===== config.mk =====
export PLATFORM = sky130hd
export DESIGN_NAME = addsub_mag
export DESIGN_NICKNAME = d
export VERILOG_FILES = /design/src/rtl/addsub_pkg.sv /design/src/rtl/as_operand_cond.sv /design/src/rtl/as_ripple_adder.sv /design/src/rtl/as_magnitude_fix.sv /design/src/rtl/addsub_mag.sv
export SDC_FILE = /design/constraint.sdc
export NUM_CORES = 1
export LEC_CHECK = 0
export BUFFER_PORTS_ARGS = -buffer_cell sky130_fd_sc_hd__buf_2
export CAP_MARGIN = 20
export CORE_AREA = 2 2 39 41
export DETAILED_ROUTE_END_ITERATION = 10
export DIE_AREA = 0 0 41 43
export PLACE_DENSITY = 0.73
export SETUP_SLACK_MARGIN = 0.05
export SYNTH_ARGS = -nofsm -noshare
export SYNTH_HDL_FRONTEND = slang
export SYNTH_HIERARCHICAL = 1
export SYNTH_SLANG_ARGS = --single-unit

===== constraint.sdc =====
create_clock -name vclk -period 6.05
set_input_delay 1.21 -clock vclk [all_inputs]
set_output_delay 1.21 -clock vclk [all_outputs]
set_load 0.02 [all_outputs]

===== src/rtl/addsub_pkg.sv =====
package addsub_pkg;
    typedef enum logic {
        MODE_ADD = 1'b0,
        MODE_SUB = 1'b1
    } as_mode_e;
endpackage


===== src/rtl/as_operand_cond.sv =====
// Conditionally inverts the second operand for subtraction.
module as_operand_cond #(
    parameter int W = 8
) (
    input  logic [W-1:0] b_in,
    input  logic         invert,
    output logic [W-1:0] b_out
);
    for (genvar i = 0; i < W; i++) begin : g_inv
        assign b_out[i] = b_in[i] ^ invert;
    end
endmodule


===== src/rtl/as_ripple_adder.sv =====
// Ripple chain of full-adder cells; exposes the carry into and out of the MSB.
module as_ripple_adder #(
    parameter int W = 8
) (
    input  logic [W-1:0] a,
    input  logic [W-1:0] b,
    input  logic         cin,
    output logic [W-1:0] sum,
    output logic         c_msb_in,
    output logic         c_out
);
    logic [W:0] chain;

    assign chain[0] = cin;

    for (genvar i = 0; i < W; i++) begin : g_cell
        logic gen_i;
        logic prop_i;
        assign gen_i        = a[i] & b[i];
        assign prop_i       = a[i] ^ b[i];
        assign sum[i]       = prop_i ^ chain[i];
        assign chain[i+1]   = gen_i | (prop_i & chain[i]);
    end

    assign c_msb_in = chain[W-1];
    assign c_out    = chain[W];
endmodule


===== src/rtl/as_magnitude_fix.sv =====
// Selective two's complement followed by a 2-to-1 multiplexer bank.
module as_magnitude_fix #(
    parameter int W = 8
) (
    input  logic [W-1:0] raw,
    input  logic         fix_en,
    output logic [W-1:0] mag
);
    logic [W-1:0] seen_one;
    logic [W-1:0] negated;

    // Bits up to and including the lowest set bit are copied; all above are flipped.
    assign seen_one[0] = 1'b0;
    for (genvar i = 1; i < W; i++) begin : g_seen
        assign seen_one[i] = seen_one[i-1] | raw[i-1];
    end

    for (genvar i = 0; i < W; i++) begin : g_neg
        assign negated[i] = raw[i] ^ seen_one[i];
        assign mag[i]     = fix_en ? negated[i] : raw[i];
    end

    always_comb begin
        if (fix_en) begin
            AST_NEG_SUMS_ZERO: assert (W'(raw + negated) == '0);
        end
    end
endmodule


===== src/rtl/addsub_mag.sv =====
module addsub_mag #(
    parameter int W = 8
) (
    input  logic [W-1:0] op_a,
    input  logic [W-1:0] op_b,
    input  logic         sub_mode,
    output logic [W-1:0] result,
    output logic         neg_flag,
    output logic         cb_flag,
    output logic         ovf_flag
);
    import addsub_pkg::*;

    as_mode_e    mode;
    logic [W-1:0] b_eff;
    logic [W-1:0] raw_sum;
    logic         carry_msb_in;
    logic         carry_end;
    logic         correct_en;

    assign mode = as_mode_e'(sub_mode);

    as_operand_cond #(.W(W)) u_cond (
        .b_in   (op_b),
        .invert (mode == MODE_SUB),
        .b_out  (b_eff)
    );

    as_ripple_adder #(.W(W)) u_chain (
        .a        (op_a),
        .b        (b_eff),
        .cin      (mode == MODE_SUB),
        .sum      (raw_sum),
        .c_msb_in (carry_msb_in),
        .c_out    (carry_end)
    );

    // Output selection per mode
    always_comb begin
        unique case (mode)
            MODE_ADD: begin
                correct_en = 1'b0;
                cb_flag    = carry_end;
            end
            MODE_SUB: begin
                correct_en = ~carry_end;
                cb_flag    = ~carry_end;
            end
            default: begin
                correct_en = 1'b0;
                cb_flag    = 1'b0;
            end
        endcase
    end

    as_magnitude_fix #(.W(W)) u_fix (
        .raw    (raw_sum),
        .fix_en (correct_en),
        .mag    (result)
    );

    assign neg_flag = correct_en;
    assign ovf_flag = carry_msb_in ^ carry_end;

    logic [W-1:0] chk_back;
    always_comb begin
        chk_back = neg_flag ? W'(op_a + result) : W'(op_a - result);
        if (mode == MODE_ADD) begin
            AST_ADD_NOT_NEG: assert (!neg_flag);
        end
        if (mode == MODE_SUB) begin
            AST_SUB_RECOVERS_B: assert (chk_back == op_b);
        end
        if (neg_flag) begin
            AST_NEG_NONZERO: assert (result != '0);
        end
    end
endmodule


==> flow_results.org <==
** Final layout
- Clock buffers in the final layout number 0.
- From synthesis to final layout, the design area changed by 69.4%.
- Commonest non-fill, non-tap cells in the layout :: sky130_fd_sc_hd__buf_2, sky130_fd_sc_hd__inv_1, sky130_fd_sc_hd__xor2_1, sky130_fd_sc_hd__buf_4
- Register area :: 0 sq um
- At the end of the flow, the number of nets in the layout was 129.
- Filler Cell Count :: 129
- Diode insertion count for antenna repair :: 0
- Most frequent standard cell in the layout excluding fill and tap cells :: sky130_fd_sc_hd__buf_2
- Layout cell share with drive strength beyond 1 :: 63.2%
- Final core area utilization :: 60.7%
- There are 0 flip-flops and latches.

** Place
- In this run the tool buffered the top-level ports with 28 buffer cells.
- DPL Wire Length :: 958 um
- Routability-driven placement congestion ratio :: 0.687
- Before CTS, the worst setup slack after placement is -181 ps.

** Global routing
- Entering global routing, the biggest net connects 8 pins.
- Summed over all layers, the global routing overflow is 0.
- The first global-routing pass estimated 1830 um of wire.
- The number of global-route vias before repair was 514.
- Initial antenna violation count :: 0
- Global-route total usage across every layer :: 14.2%

** STA
- Slew Limit Headroom :: 84.6%
- Worst hold slack :: 2950 ps
- Setup repair after global routing could not meet its margin everywhere.
- Final hold violation count :: 0
- Count of pins over their slew limit :: 0
- Adding up every negative setup slack in the final design gives 0 ps.
- Achievable Freq :: 167 MHz
- Setup violations remaining at the end of the flow were counted as 0.
- Minimum clock period :: 5980 ps
- Slew at the pin closest to its max-slew limit :: 230 ps
- Worst setup margin :: 65.1 ps
- Final Cycle Share :: 98.9%

** Yosys
- Area share of the largest cell type after synthesis :: 32.3%
- Biggest area consumer among synthesized cells :: sky130_fd_sc_hd__fa_1
- In the synthesized netlist, the number of instances is 60.
- Number of distinct standard cells referenced by the synthesized netlist :: 11
- Dominant cells by area after synthesis :: sky130_fd_sc_hd__fa_1, sky130_fd_sc_hd__ha_1, sky130_fd_sc_hd__xor2_1
- Syn Area/Cell :: 8.26 sq um
- The cell area that synthesis handed to floorplanning was 495 sq um.
- Count of synthesis-stage warnings from yosys :: 6
- Sequential area share after synthesis :: 0%
- Net count of the mapped netlist :: 92

** Status
- Run status :: finished, final reports clean

** Worst setup path
- The largest individual stage delay along the critical path comes from the cell sky130_fd_sc_hd__fa_2.
- CP max FO :: 7
- Classification of the worst setup path :: in2out
- At the worst endpoint, the arrival time is 4770 ps.
- Type of element launching the critical path :: input pin
- Counting both buffers and inverters, the worst setup path holds a total of 8.
- The signal on the critical path passes through buf_6 > xor2_1 > inv_1 > fa_2 > inv_2 > fa_2 > fa_2 > fa_2 > fa_2 > fa_2 > inv_2 > fa_2 > inv_2 > fa_2 > inv_2 > ha_4 > buf_6 > nand2_1 > o21ai_2 > buf_6.
- Cell family contributing the most delay on the critical path :: adder cells
- STA classifies the critical path endpoint as an output port.
- Max incr delay on CP :: 350 ps
- STA puts the critical path data required time at 4840 ps.
- Counting stages on the worst path, the most repeated cell is sky130_fd_sc_hd__fa_2.

** Power and ir drop
- Total power after layout :: 0.182 mW
- Clock group share of total power :: 0%
- Internal Power :: 0.0882 mW
- Combinational fraction of design power :: 100.0%
- Share of total power in sequential cells :: 0%
- Peak supply drop :: 0.0927 mV
- Net Switching :: 0.0939 mW
- Sw Ratio :: 51.6%
- In this run the power density over the cells is 217 nW/um^2.
- Static Leak :: 0.463 nW

** Detailed routing
- Dividing the detail-routed via count by the number of cells gives 4.30.
- The count of nets left with antenna violations once routing finished came out at 0.
- In the final routed layout, each cell accounts on average for 10.0 um.
- Vias post-DR :: 477
- The first detailed-routing pass took 2 iterations.
- After detailed routing, the total wire length is 1110 um.
- For this block, the initial DRC count from the detailed router was 2.
- After detailed routing, the number of remaining DRC violations is 0.

** Floorplan
- The initial utilization of the core area, before any placement, comes to 35.8%.
- Placement Rows :: 14
- Overall die area :: 1760 sq um
- Pin placement for this block handled 28 I/O pins.
- Core region area :: 1380 sq um
- The die is 41 um wide.
- Vertical die dimension :: 43 um

** Min path
- The path class of the tightest hold or removal check is in2out.

** Run
- The tool flagged a number of max-cap violations equal to 0.

** Clock network
- Hold bufs inserted after CTS :: 0
[final cells by class]
type	instances	area, sq um	area share [%]
tap	16	20.0	2.38
multi-input combinational	38	485	57.8
inverter	19	71.3	8.49
timing repair buffer	38	263	31.3
[power by group through the flow]
stage / Combinational, mW / Clock [mW] / Sequential [mW]
2_1_floorplan: 0.112 / 0 / 0
6_report: 0.182 / 0 / 0
3_5_place_dp: 0.156 / 0 / 0
3_3_place_gp: 0.150 / 0 / 0
4_1_cts: 0.182 / 0 / 0
5_1_grt: 0.203 / 0 / 0
[what timing repair did]
| action | 4_1_cts | 5_1_grt |
|---|---|---|
| endpoints found under the setup margin | 9 | 8 |
| gates resized for setup | 23 | 1 |
| pin swaps | 0 | 1 |
| setup buffers | 3 | 0 |
[synth_stat cells]
master and instances:
sky130_fd_sc_hd__ha_1 7, sky130_fd_sc_hd__nand2b_1 1, sky130_fd_sc_hd__inv_1 19, sky130_fd_sc_hd__o21ai_1 2
sky130_fd_sc_hd__xor2_1 9, sky130_fd_sc_hd__buf_4 1, sky130_fd_sc_hd__fa_1 8, sky130_fd_sc_hd__buf_6 2
sky130_fd_sc_hd__o21ai_0 4, sky130_fd_sc_hd__nand2_1 6, sky130_fd_sc_hd__xnor2_1 1
[per-layer routing]
| metal | wire length [um] | GRT usage (%) | vias to the layer above |
|---|---|---|---|
| met5 | 0 | 0 | - |
| met4 | 0 | 0 | 0 |
| met3 | 53 | 0 | 0 |
| met2 | 638 | 29.1 | 15 |
| met1 | 422 | 15.6 | 218 |
| li1 | - | - | 244 |
[logic make-up (layout without fill, tap and decap cells)]
logic type / after synthesis / in the layout / share of synthesized area (%)
compound gates: 6 / 6 / 6.06
xor+xnor: 10 / 10 / 17.7
fa+ha+maj: 15 / 15 / 50.0
buf+inv: 22 / 57 / 20.5
simple gates: 7 / 7 / 5.81
[per-stage QoR]
step | instances | cell area, sq um
finish | 111 | 840
global route | 111 | 840
CTS | 111 | 836
detailed placement | 108 | 754
global placement | 108 | 754
floorplan | 60 | 572
[path summary, 6_finish.rpt]
path / startpoint / end / slack [ps] / depth (start not counted)
setup / recovery: sub_mode / result[1] / 70 / 20
hold / removal: sub_mode / cb_flag / 2950 / 5
(Power assumes the default switching activity.)
